===== config.mk =====
export PLATFORM = sky130hd
export DESIGN_NAME = wb_lock_arbiter
export DESIGN_NICKNAME = d
export VERILOG_FILES = /design/src/rtl/wb_arb_pkg.sv /design/src/rtl/wb_rst_sync.sv /design/src/rtl/wb_rr_pick.sv /design/src/rtl/wb_owner_ctl.sv /design/src/rtl/wb_fwd_mux.sv /design/src/rtl/wb_ret_demux.sv /design/src/rtl/wb_lock_arbiter.sv
export SDC_FILE = /design/constraint.sdc
export NUM_CORES = 1
export LEC_CHECK = 0
export ABC_AREA = 1
export ABC_CLOCK_PERIOD_IN_PS = 3260
export BUFFER_PORTS_ARGS = -buffer_cell sky130_fd_sc_hd__buf_2
export CAP_MARGIN = 25
export CORE_AREA = 8 8 216 218
export CTS_CLUSTER_SIZE = 30
export DETAILED_ROUTE_END_ITERATION = 8
export DIE_AREA = 0 0 224 226
export PLACE_DENSITY = 0.35
export SLEW_MARGIN = 20
export SYNTH_ARGS = -nofsm -noshare
export SYNTH_HDL_FRONTEND = slang
export SYNTH_SLANG_ARGS = --single-unit

===== constraint.sdc =====
create_clock -name clk -period 3.26 [get_ports clk]
set_input_delay 0.652 -clock clk [delete_from_list [all_inputs] [get_ports clk]]
set_output_delay 0.652 -clock clk [all_outputs]
set_load 0.05 [all_outputs]

===== src/rtl/wb_arb_pkg.sv =====
package wb_arb_pkg;
  localparam int CTI_W = 3;
  localparam int BTE_W = 2;

  // index reached by stepping 'step' places past 'base' in a ring of 'n'
  function automatic int unsigned ring_step(int unsigned base, int unsigned step, int unsigned n);
    return (base + step) % n;
  endfunction
endpackage


===== src/rtl/wb_rst_sync.sv =====
module wb_rst_sync (
  input  logic clk,
  input  logic rst_n,
  output logic rst_sync_n
);
  logic stage1_q;

  always_ff @(posedge clk or negedge rst_n) begin
    if (!rst_n) begin
      stage1_q   <= 1'b0;
      rst_sync_n <= 1'b0;
    end else begin
      stage1_q   <= 1'b1;
      rst_sync_n <= stage1_q;
    end
  end
endmodule


===== src/rtl/wb_rr_pick.sv =====
module wb_rr_pick #(
  parameter int N_MASTERS = 4,
  localparam int IDX_W = $clog2(N_MASTERS)
) (
  input  logic [N_MASTERS-1:0] req,
  input  logic [IDX_W-1:0]     base,
  output logic                 found,
  output logic [IDX_W-1:0]     pick
);
  import wb_arb_pkg::*;

  int unsigned slot;

  always_comb begin
    found = 1'b0;
    pick  = '0;
    slot  = 0;
    for (int k = 1; k <= N_MASTERS; k++) begin
      slot = ring_step(int'(base), k, N_MASTERS);
      if (!found && req[slot]) begin
        found = 1'b1;
        pick  = IDX_W'(slot);
      end
    end
  end
endmodule


===== src/rtl/wb_owner_ctl.sv =====
module wb_owner_ctl #(
  parameter int N_MASTERS = 4,
  localparam int IDX_W = $clog2(N_MASTERS)
) (
  input  logic                 clk,
  input  logic                 rst_sync_n,
  input  logic [N_MASTERS-1:0] m_cyc,
  input  logic [N_MASTERS-1:0] m_lock,
  output logic                 own_vld,
  output logic [IDX_W-1:0]     own_idx
);
  logic             vld_q, vld_d;
  logic [IDX_W-1:0] idx_q, idx_d;
  logic             release_bus;
  logic             any_req;
  logic [IDX_W-1:0] next_idx;

  // idx_q doubles as the most recent owner, which is the round-robin base
  wb_rr_pick #(.N_MASTERS(N_MASTERS)) u_pick (
    .req   (m_cyc),
    .base  (idx_q),
    .found (any_req),
    .pick  (next_idx)
  );

  always_comb begin
    release_bus = !vld_q || (!m_cyc[idx_q] && !m_lock[idx_q]);
    vld_d = vld_q;
    idx_d = idx_q;
    if (release_bus) begin
      vld_d = any_req;
      if (any_req) idx_d = next_idx;
    end
  end

  always_ff @(posedge clk or negedge rst_sync_n) begin
    if (!rst_sync_n) begin
      vld_q <= 1'b0;
      idx_q <= IDX_W'(N_MASTERS - 1);
    end else if (release_bus) begin
      vld_q <= vld_d;
      idx_q <= idx_d;
    end
  end

  assign own_vld = vld_q;
  assign own_idx = idx_q;

  assert_hold_cyc_R5: assert property (@(posedge clk) disable iff (!rst_sync_n)
    (vld_q && m_cyc[idx_q]) |=> (vld_q && idx_q == $past(idx_q)));

  assert_hold_lock_R6: assert property (@(posedge clk) disable iff (!rst_sync_n)
    (vld_q && m_lock[idx_q]) |=> (vld_q && idx_q == $past(idx_q)));

  assert_regrant_R7: assert property (@(posedge clk) disable iff (!rst_sync_n)
    ((!vld_q || (!m_cyc[idx_q] && !m_lock[idx_q])) && (|m_cyc)) |=> vld_q);
endmodule


===== src/rtl/wb_fwd_mux.sv =====
module wb_fwd_mux #(
  parameter int N_MASTERS = 4,
  parameter int ADDR_W = 32,
  parameter int DATA_W = 32,
  localparam int SEL_W = DATA_W / 8,
  localparam int IDX_W = $clog2(N_MASTERS),
  localparam int CTI_W = wb_arb_pkg::CTI_W,
  localparam int BTE_W = wb_arb_pkg::BTE_W
) (
  input  logic                        own_vld,
  input  logic [IDX_W-1:0]            own_idx,
  input  logic [N_MASTERS-1:0]        m_cyc,
  input  logic [N_MASTERS-1:0]        m_stb,
  input  logic [N_MASTERS-1:0]        m_we,
  input  logic [N_MASTERS-1:0]        m_lock,
  input  logic [N_MASTERS*ADDR_W-1:0] m_adr,
  input  logic [N_MASTERS*DATA_W-1:0] m_wdat,
  input  logic [N_MASTERS*SEL_W-1:0]  m_sel,
  input  logic [N_MASTERS*CTI_W-1:0]  m_cti,
  input  logic [N_MASTERS*BTE_W-1:0]  m_bte,
  output logic                        s_cyc,
  output logic                        s_stb,
  output logic                        s_we,
  output logic                        s_lock,
  output logic [ADDR_W-1:0]           s_adr,
  output logic [DATA_W-1:0]           s_wdat,
  output logic [SEL_W-1:0]            s_sel,
  output logic [CTI_W-1:0]            s_cti,
  output logic [BTE_W-1:0]            s_bte
);
  always_comb begin
    s_cyc  = 1'b0;
    s_stb  = 1'b0;
    s_we   = 1'b0;
    s_lock = 1'b0;
    s_adr  = '0;
    s_wdat = '0;
    s_sel  = '0;
    s_cti  = '0;
    s_bte  = '0;
    if (own_vld) begin
      s_cyc  = m_cyc[own_idx];
      s_stb  = m_stb[own_idx];
      s_we   = m_we[own_idx];
      s_lock = m_lock[own_idx];
      s_adr  = m_adr[own_idx*ADDR_W +: ADDR_W];
      s_wdat = m_wdat[own_idx*DATA_W +: DATA_W];
      s_sel  = m_sel[own_idx*SEL_W +: SEL_W];
      s_cti  = m_cti[own_idx*CTI_W +: CTI_W];
      s_bte  = m_bte[own_idx*BTE_W +: BTE_W];
    end
  end
endmodule


===== src/rtl/wb_ret_demux.sv =====
module wb_ret_demux #(
  parameter int N_MASTERS = 4,
  parameter int DATA_W = 32,
  localparam int IDX_W = $clog2(N_MASTERS)
) (
  input  logic                        clk,
  input  logic                        rst_sync_n,
  input  logic                        own_vld,
  input  logic [IDX_W-1:0]            own_idx,
  input  logic                        s_ack,
  input  logic                        s_err,
  input  logic                        s_rty,
  input  logic                        s_stall,
  input  logic [DATA_W-1:0]           s_rdat,
  output logic [N_MASTERS-1:0]        m_ack,
  output logic [N_MASTERS-1:0]        m_err,
  output logic [N_MASTERS-1:0]        m_rty,
  output logic [N_MASTERS-1:0]        m_stall,
  output logic [N_MASTERS*DATA_W-1:0] m_rdat
);
  for (genvar i = 0; i < N_MASTERS; i++) begin : g_port
    logic hit;
    assign hit = own_vld && (own_idx == IDX_W'(i));
    assign m_ack[i]   = hit && s_ack;
    assign m_err[i]   = hit && s_err;
    assign m_rty[i]   = hit && s_rty;
    assign m_stall[i] = hit ? s_stall : 1'b1;
    assign m_rdat[i*DATA_W +: DATA_W] = hit ? s_rdat : '0;
  end

  assert_single_term_R4: assert property (@(posedge clk) disable iff (!rst_sync_n)
    $onehot0(m_ack | m_err | m_rty));

  assert_single_unstall_R4: assert property (@(posedge clk) disable iff (!rst_sync_n)
    ($countones(~m_stall) <= 1));
endmodule


===== src/rtl/wb_lock_arbiter.sv =====
module wb_lock_arbiter #(
  parameter int N_MASTERS = 4,
  parameter int ADDR_W = 32,
  parameter int DATA_W = 32,
  localparam int SEL_W = DATA_W / 8,
  localparam int IDX_W = $clog2(N_MASTERS),
  localparam int CTI_W = wb_arb_pkg::CTI_W,
  localparam int BTE_W = wb_arb_pkg::BTE_W
) (
  input  logic                        clk,
  input  logic                        rst_n,
  input  logic [N_MASTERS-1:0]        m_cyc,
  input  logic [N_MASTERS-1:0]        m_stb,
  input  logic [N_MASTERS-1:0]        m_we,
  input  logic [N_MASTERS-1:0]        m_lock,
  input  logic [N_MASTERS*ADDR_W-1:0] m_adr,
  input  logic [N_MASTERS*DATA_W-1:0] m_wdat,
  input  logic [N_MASTERS*SEL_W-1:0]  m_sel,
  input  logic [N_MASTERS*CTI_W-1:0]  m_cti,
  input  logic [N_MASTERS*BTE_W-1:0]  m_bte,
  output logic [N_MASTERS-1:0]        m_ack,
  output logic [N_MASTERS-1:0]        m_err,
  output logic [N_MASTERS-1:0]        m_rty,
  output logic [N_MASTERS-1:0]        m_stall,
  output logic [N_MASTERS*DATA_W-1:0] m_rdat,
  output logic                        s_cyc,
  output logic                        s_stb,
  output logic                        s_we,
  output logic                        s_lock,
  output logic [ADDR_W-1:0]           s_adr,
  output logic [DATA_W-1:0]           s_wdat,
  output logic [SEL_W-1:0]            s_sel,
  output logic [CTI_W-1:0]            s_cti,
  output logic [BTE_W-1:0]            s_bte,
  input  logic                        s_ack,
  input  logic                        s_err,
  input  logic                        s_rty,
  input  logic                        s_stall,
  input  logic [DATA_W-1:0]           s_rdat
);
  logic             rst_sync_n;
  logic             own_vld;
  logic [IDX_W-1:0] own_idx;

  wb_rst_sync u_rst (
    .clk        (clk),
    .rst_n      (rst_n),
    .rst_sync_n (rst_sync_n)
  );

  wb_owner_ctl #(.N_MASTERS(N_MASTERS)) u_owner (
    .clk        (clk),
    .rst_sync_n (rst_sync_n),
    .m_cyc      (m_cyc),
    .m_lock     (m_lock),
    .own_vld    (own_vld),
    .own_idx    (own_idx)
  );

  wb_fwd_mux #(.N_MASTERS(N_MASTERS), .ADDR_W(ADDR_W), .DATA_W(DATA_W)) u_fwd (
    .own_vld (own_vld),
    .own_idx (own_idx),
    .m_cyc   (m_cyc),
    .m_stb   (m_stb),
    .m_we    (m_we),
    .m_lock  (m_lock),
    .m_adr   (m_adr),
    .m_wdat  (m_wdat),
    .m_sel   (m_sel),
    .m_cti   (m_cti),
    .m_bte   (m_bte),
    .s_cyc   (s_cyc),
    .s_stb   (s_stb),
    .s_we    (s_we),
    .s_lock  (s_lock),
    .s_adr   (s_adr),
    .s_wdat  (s_wdat),
    .s_sel   (s_sel),
    .s_cti   (s_cti),
    .s_bte   (s_bte)
  );

  wb_ret_demux #(.N_MASTERS(N_MASTERS), .DATA_W(DATA_W)) u_ret (
    .clk        (clk),
    .rst_sync_n (rst_sync_n),
    .own_vld    (own_vld),
    .own_idx    (own_idx),
    .s_ack      (s_ack),
    .s_err      (s_err),
    .s_rty      (s_rty),
    .s_stall    (s_stall),
    .s_rdat     (s_rdat),
    .m_ack      (m_ack),
    .m_err      (m_err),
    .m_rty      (m_rty),
    .m_stall    (m_stall),
    .m_rdat     (m_rdat)
  );

  // with no owner the slave must see an idle bus
  assert_idle_slave_R8: assert property (@(posedge clk) disable iff (!rst_sync_n)
    (!(|(m_stall ^ {N_MASTERS{1'b1}})) && !s_stall) |-> (!s_cyc && !s_stb));
endmodule


Yosys cells after proc, flatten, opt, wreduce, memory -nomap -nowiden
Index checks and enable logic that the tools add are counted.
Widths: inputs -> output; s select.

cells by class
  add/subtract/negate cells = 4
  multiply operators = 1
  order comparisons = 5
  equal/unequal tests = 3
  shifts and indexed selects = 5
  mux-type cells = 41
  reductions and logical operators = 29

operators with widths
  operator             number
  $shiftx 128x8->32    2
  $mux 32              6
  $logic_and 1x1->1    20
  $mux 1               20
  $bmux 1 s2           8
  $shiftx 16x5->4      1
  $lt 2x3->1 const B   5
  $shiftx 12x5->3      1
  $mux 2               5
  $shiftx 8x4->2       1
  $logic_not 1->1      6
  $add 2x1->2 const B  2
  $add 2x2->2 const B  2
  $eq 2x2->1 const B   2
  $mul 2x2->4 const B  1
  $mux 4               1
  $mux 3               1
  $eq 2x1->1 const B   1
  $logic_not 2->1      1
  $reduce_and 2->1     1
  $logic_or 1x1->1     1

word-level totals
  bits in registers = 5
  input port bits = 346
  output and inout bits = 221
  logic and storage cells = 92

Logic depth before layout (Yosys ltp)
Gate-level depths: netlist (run 1).

  word-level depth = 14
  gate-level depth with buffers = 15
  mapped depth without buffers = 11

Modules after synthesis
A second synthesis (run 1) with hierarchy kept.

unflattened totals
  cell total of the unflattened synthesis = 1,188
  area total of the unflattened synthesis = 5,300.1 µm²

by module, submodules not included
  module        times used  cells each  area each (µm²)  sequential area each (µm²)
  wb_fwd_mux    1           908         3,812.4          0.0
  wb_ret_demux  1           202         962.2            0.0
  wb_rr_pick    1           49          290.3            0.0
  wb_owner_ctl  1           26          181.4            77.6
  wb_rst_sync   1           3           53.8             50.0

Worst setup path after synthesis (run 1)
No wires, ideal clock.

  kind = reg2out
  start point = register u_owner.idx_q[1], in the netlist u_owner.own_idx[1]
  end point = output port m_ack[0]
  data arrival time = 2.164 ns
  required time = 2.608 ns
  setup slack = 0.444 ns
  cell stages (with the launch flop) = 8
  path buffers = 3
  cell sequence = dfstp_2 -> buf_2 -> inv_2 -> buf_1 -> ha_1 -> nand2_1 -> clkbuf_1 -> nor2_1

between the ends
  cells in the longest elaborated chain, start to end = 3

ends and longest elaborated chain
  item                    line                   RTL
  from (decl)             wb_owner_ctl.sv:13     logic [IDX_W-1:0] idx_q, idx_d;
  from (signal assigned)  wb_owner_ctl.sv:39     idx_q <= IDX_W'(N_MASTERS - 1);
  from (signal assigned)  wb_owner_ctl.sv:42     idx_q <= idx_d;
  $logic_not 2->1         wb_ret_demux.sv:23     assign hit = own_vld && (own_idx == IDX_W'(i));
  $logic_and 1x1->1       wb_ret_demux.sv:23
  $logic_and 1x1->1       wb_ret_demux.sv:24     assign m_ack[i] = hit && s_ack;
  to (decl)               wb_lock_arbiter.sv:21  output logic [N_MASTERS-1:0] m_ack,

Every way passes these cells.

Worst setup path after layout (run 1)
  start point = register u_owner.idx_q[0], in the netlist u_owner.own_idx[0]
  end point = output port s_sel[2]

between the ends
  cells in the longest elaborated chain, start to end = 2

ends and longest elaborated chain
  item             line                   RTL
  $shiftx 16x5->4  wb_fwd_mux.sv:48       s_sel = m_sel[own_idx*SEL_W +: SEL_W];
  $mux 4           wb_fwd_mux.sv:41       if (own_vld) begin
  to (decl)        wb_lock_arbiter.sv:32  output logic [SEL_W-1:0] s_sel,

Every way passes these cells.

==> impl_metrics.tcl, run 1 <==
set metrics [dict create \
    cpLargestDelayFamily "flip-flops" \
    syn2layout_area_growth_pct 98.6 \
    io_pins 567 \
    fp-row-count 77 \
    path_cells "buf_4, nor2_1, nor2_1, o21ai_0, buf_4, a21oi_1, buf_2" \
    gp_congestion 0.818 \
    maxSlewViolCount 0 \
    syn_inst 869 \
    gr-total-overflow 0 \
    place_inst 1976 \
    via_per_inst 3.85 \
    postLayoutCoreUtil 0.174 \
    drive_gt1_frac 0.437 \
    ys_seq_elements 5 \
    fillCellCount 5232 \
    final_area_mm2 0.00758 \
    h-tree-depth 1 \
    r2r_cells 12 \
    fin_crit_sh 0.921 \
    crit_arrival_ns 2.35 \
    rr_endpoint "u_owner.own_idx[0]" \
    crit_type "reg -> out" \
    dieArea_mm2 0.0506 \
    setup_violations 0 \
    hold_viol 0 \
    instances_no_fill 1982 \
    fmax_ghz 0.333 \
    drc 0 \
    p_total_w 0.00942 \
    cts_tree "done" \
    tritoncts.num_buffers 3 \
    tns_ns 0 \
    outcome "finished, final reports clean" \
    hold_buffers 0 \
    first_iter_violations 327 \
    grt_use_total 0.129 \
    antenna_found_initial 16 \
    synthesis.area_mm2 0.00382 \
    clock-sinks 5 \
    finalClockSkew_ns 0.00304 \
    wl_per_cell_um 18.2 \
    r2r_start "u_owner.own_idx[1]" \
    portBuffers 566 \
    rsz0062_at_grt "false" \
    dieHeight_um 226 \
    synth_nets 1219 \
    post_cts.repair.setup_buffers 0 \
    ant_nets 0 \
    floorplan.initialDensity 0.0878 \
    crit_buf_inv 3 \
    cts.repair.resized 0 \
    drt-total-wl_um 36000 \
    dpl_cell_area_mm2 0.00749 \
    route.vias.total 7622 \
    hold_class "reg -> async" \
    core_mm2 0.0435 \
    drt-pass1-iter-count 5 \
    yosys_warnings 0 \
    path_max_fanout 25 \
    ys_types 20 \
    cp-end-kind "output pin" \
    critPathSlowestCell "dfstp_4" \
    syn_area_per_cell_um2 4.39 \
    period_minus_slack_ns 3.00 \
    required_ns 2.61 \
    relSlewSlack 0.637 \
    clk_pin_slew_ns 0.03 \
    cellPowerDensity_mw_per_mm2 1240 \
    cap_violations 0 \
    die_x_um 224 \
    dpl.hpwl_um 31000 \
    root_buffer "clkbuf_16" \
    power.leakage_nw 4.33 \
    clock_latency_ns 0.23 \
    start_kind "register" \
    worst_pin_slew_ns 0.544 \
    grt_pass1_vias 7823 \
    ir_drop_mv 0.603 \
    cts_buffer_depth 2 \
    r2r_setup_slack_ns 0.98 \
    grt_pass1_wl_um 50500 \
    critPathMaxStageDelay_ns 0.82 \
    ys_seq_area_frac 0.0334 \
    grt_max_degree 78 \
    final_nets 1739 \
]
[registers in the layout (all words and copies together), names as in the netlist]
name	count
u_rst.stage1_q	1
u_owner.own_idx	2
u_owner.own_vld	1
u_rst.rst_sync_n	1
[worst register-to-register path: stages (launching register included)]
cell and delay, ns:
dfstp_4 0.67, clkinv_2 0.10, buf_4 0.29, ha_1 0.47, inv_1 0.11, nand3_1 0.11, nand2_2 0.08, nand2_1 0.07
nand2_1 0.05, nand2_1 0.07, nand3_1 0.08, nand2_1 0.06, nand2_1 0.05
[Yosys cell counts, drive strengths merged]
cell type / number / area share
o21ai: 150 / 0.20
nand4: 2 / 0.0033
nand3: 22 / 0.034
nand2: 47 / 0.051
a21oi: 76 / 0.10
buf: 37 / 0.050
conb: 1 / 0.00098
clkbuf: 36 / 0.035
ha: 4 / 0.013
nor2: 442 / 0.43
inv: 47 / 0.047
dfstp: 2 / 0.014
dfrtp: 3 / 0.020
[metal layers]
metal  vias to the layer above  global-route usage  part of all wire  routed length (µm)
met5                         -                   0            0.0014                  51
met4                         8              0.0210             0.019                 684
met3                        56              0.0375             0.092                3330
met2                       434               0.254              0.52               18800
met1                      3341               0.136              0.36               13100
li1                       3783                   -                 -                   -
[layout make-up]
type | count | area (µm²) | area share
clock buffer | 4 | 78.8 | 0.0104
timing repair buffer | 588 | 3260 | 0.430
tap | 592 | 741 | 0.0977
antenna | 2 | 5.00 | 0.000660
inverter | 47 | 180 | 0.0238
sequential | 5 | 135 | 0.0178
multi-input combinational | 744 | 3180 | 0.420
[layout by cell type (no fill, tap or decap), types with 4 or more instances in the layout]
cell,netlist,routed
buf_12,0,18
nand2_1,41,41
inv_1,44,43
buf_4,0,17
a21oi_1,76,76
nand3_2,4,4
nand2_2,5,5
ha_1,4,4
buf_2,24,553
nor2_1,442,442
nand3_1,18,18
o21ai_0,150,150
[worst max-delay path by stage]
stage	from	end	slack (ns)	depth (start not counted)
global placement	u_owner.own_idx[0]	s_sel[2]	0.42	6
floorplan	u_owner.own_idx[1]	m_ack[0]	0.44	7
detailed placement	u_owner.own_idx[0]	s_sel[2]	0.42	6
global route	u_owner.own_idx[0]	s_sel[2]	0.06	7
CTS	u_owner.own_idx[0]	s_sel[2]	0.16	6
finish	u_owner.own_idx[0]	s_sel[2]	0.26	7
[per-stage QoR]
| step | setup slack (ns) | hold WS (ns) |
|---|---|---|
| CTS | 0.161 | 0.0694 |
| finish | 0.258 | 0.0648 |
| detailed placement | 0.417 | 0.0640 |
| global placement | 0.422 | 0.0703 |
| global route | 0.0579 | 0.0800 |
| floorplan | 0.444 | 0.0249 |
[kinds of logic after synthesis]
family | after synthesis | synth area share
compound gates | 226 | 0.296
fa+ha+maj | 4 | 0.0131
buf+inv | 120 | 0.132
flops | 5 | 0.0334
other cells | 1 | 0.000983
simple gates | 513 | 0.524
[power breakdown]
part           leakage (nW)  switching [W]  internal, W  total [W]
logic                  4.24        0.00678      0.00225    0.00903
registers            0.0550      0.0000908    0.0000988   0.000190
clock network        0.0382      0.0000380     0.000162   0.000200
total                  4.33        0.00691      0.00251    0.00942
(Power assumes the default switching activity.)
==> run 2, diff against run 1 <==
--- a/config.mk
+++ b/config.mk
@@ -7,13 +7,13 @@
 export LEC_CHECK = 0
 export ABC_AREA = 1
 export ABC_CLOCK_PERIOD_IN_PS = 3260
-export BUFFER_PORTS_ARGS = -buffer_cell sky130_fd_sc_hd__buf_2
 export CAP_MARGIN = 25
-export CORE_AREA = 8 8 216 218
+export CORE_AREA = 8 8 215 217
 export CTS_CLUSTER_SIZE = 30
 export DETAILED_ROUTE_END_ITERATION = 8
-export DIE_AREA = 0 0 224 226
-export PLACE_DENSITY = 0.35
+export DIE_AREA = 0 0 223 225
+export DONT_BUFFER_PORTS = 1
+export PLACE_DENSITY = 0.3
 export SLEW_MARGIN = 20
 export SYNTH_ARGS = -nofsm -noshare
 export SYNTH_HDL_FRONTEND = slang
==> impl_metrics.tcl, run 2 (same netlist as run 1, synthesis figures left out) <==
set metrics [dict create \
    fmax_ghz 0.348 \
    relSlewSlack 0.568 \
    path_cells "inv_4, buf_4, o21ai_0, a21oi_1, buf_4" \
    hold_class "reg -> async" \
    gp_congestion 0.843 \
    clk_pin_slew_ns 0.03 \
    clock-sinks 5 \
    ant_nets 0 \
    routed-wl-met3_um 3010 \
    crit_top_cell "buf_4" \
    top_layer "met5" \
    route.vias.total 6453 \
    drive_gt1_frac 0.253 \
    floorplan.initialDensity 0.0894 \
    hold_buffers 0 \
    critPathSlowestCell "dfstp_4" \
    cellPowerDensity_mw_per_mm2 1540 \
    syn2layout_area_growth_pct 63.1 \
    drt-pass1-iter-count 5 \
    io_pins 567 \
    drt-total-wl_um 32500 \
    dpl_cell_area_mm2 0.00614 \
    final_common_cell "nor2_1" \
    core_mm2 0.0427 \
    portBuffers 0 \
    grt_max_degree 100 \
    cts.repair.resized 0 \
    final_cell_mix "nor2_1 (442), buf_4 (234), o21ai_0 (150), a21oi_1 (75), inv_1 (43)" \
    fp-row-count 76 \
    crit_arrival_ns 2.22 \
    drc 0 \
    outcome "finished, final reports clean" \
    critPathMaxStageDelay_ns 0.66 \
    p_total_w 0.00960 \
    h-tree-depth 1 \
    clock_latency_ns 0.22 \
    finalClockSkew_ns 0.00106 \
    postLayoutCoreUtil 0.146 \
    largest_reg_flops 2 \
    final_area_mm2 0.00622 \
    fillCellCount 5024 \
    worst_pin_slew_ns 0.642 \
    dieHeight_um 225 \
    cts_tree "done" \
    grt_pass1_wl_um 44600 \
    drt-met1-wl_um 12000 \
    hold_viol 0 \
    dieArea_mm2 0.0502 \
    first_iter_violations 268 \
    die_x_um 223 \
    final_nets 1395 \
    maxSlewViolCount 0 \
    cpLargestDelayFamily "compound AO/OA/AOI/OAI gates" \
    crit_type "reg -> out" \
    grt_use_total 0.117 \
    antenna_found_initial 9 \
    grt_pass1_vias 6526 \
    ir_drop_mv 0.667 \
    start_kind "register" \
    root_buffer "clkbuf_16" \
    whs_ns 0.0655 \
    via_per_inst 4.06 \
    cp-end-kind "output pin" \
    tritoncts.num_buffers 3 \
    dr_wl_met2_um 17000 \
    post_cts.repair.setup_buffers 0 \
    setup_violations 0 \
    fin_crit_sh 0.881 \
    required_ns 2.61 \
    rsz0062_at_grt "false" \
    cap_violations 0 \
    wl_per_cell_um 20.4 \
    crit_buf_inv 3 \
    dpl.hpwl_um 28100 \
    cts_buffer_depth 2 \
    power.leakage_nw 3.01 \
    period_minus_slack_ns 2.87 \
    tns_ns 0 \
    gr-total-overflow 0 \
    path_max_fanout 47 \
]
[run 2: cell types whose count changed in the layout (fill, tap and decap cells not counted)]
cell     previous run  this run
a21oi_2             0         1
diode_2             2         1
buf_2             553         0
buf_4              17       234
buf_12             18        10
a21oi_1            76        75
[run 2: per-layer routing]
| layer | global-route usage | vias to the layer above |
|---|---|---|
| met4 | 0.0159 | 8 |
| met2 | 0.225 | 414 |
| met1 | 0.122 | 2897 |
| met5 | 0 | - |
| met3 | 0.0414 | 40 |
| li1 | - | 3094 |
[run 2: area by class of cell]
| cell class | instances | area [µm²] | area share |
|---|---|---|---|
| antenna | 1 | 2.50 | 0.000402 |
| inverter | 47 | 180 | 0.0290 |
| clock buffer | 4 | 78.8 | 0.0127 |
| sequential | 5 | 135 | 0.0217 |
| tap | 546 | 683 | 0.110 |
| timing repair buffer | 244 | 1960 | 0.314 |
| multi-input combinational | 744 | 3190 | 0.512 |
[run 2: report_power, final]
part	internal [W]	switching [W]
Sequential	0.0000969	0.0000338
Combinational	0.00250	0.00677
Clock	0.000162	0.0000366
Total	0.00276	0.00684
[run 2: path summary, 6_finish.rpt]
| kind | startpoint | end | slack, ns | cells past startpoint |
|---|---|---|---|---|
| setup / recovery | u_owner.own_idx[0] | s_sel[0] | 0.39 | 5 |
| hold / removal | u_rst.rst_sync_n | u_owner.own_vld | 0.07 | 0 |
| setup reg to reg | u_owner.own_idx[1] | u_owner.own_idx[0] | 1.09 | 12 |
| hold reg to reg | u_rst.rst_sync_n | u_owner.own_vld | 0.07 | 0 |
| max in group asynchronous | u_rst.rst_sync_n | u_owner.own_idx[1] | 2.96 | 0 |
| min in group clk | u_rst.stage1_q | u_rst.rst_sync_n | 0.34 | 0 |
[run 2: stage by stage]
stage / instances / setup WS [ns]
after global placement: 1586 / 0.475
final: 1591 / 0.389
after global routing: 1590 / 0.184
after detailed placement: 1586 / 0.472
after CTS: 1590 / 0.224
after floorplan: 869 / 0.444
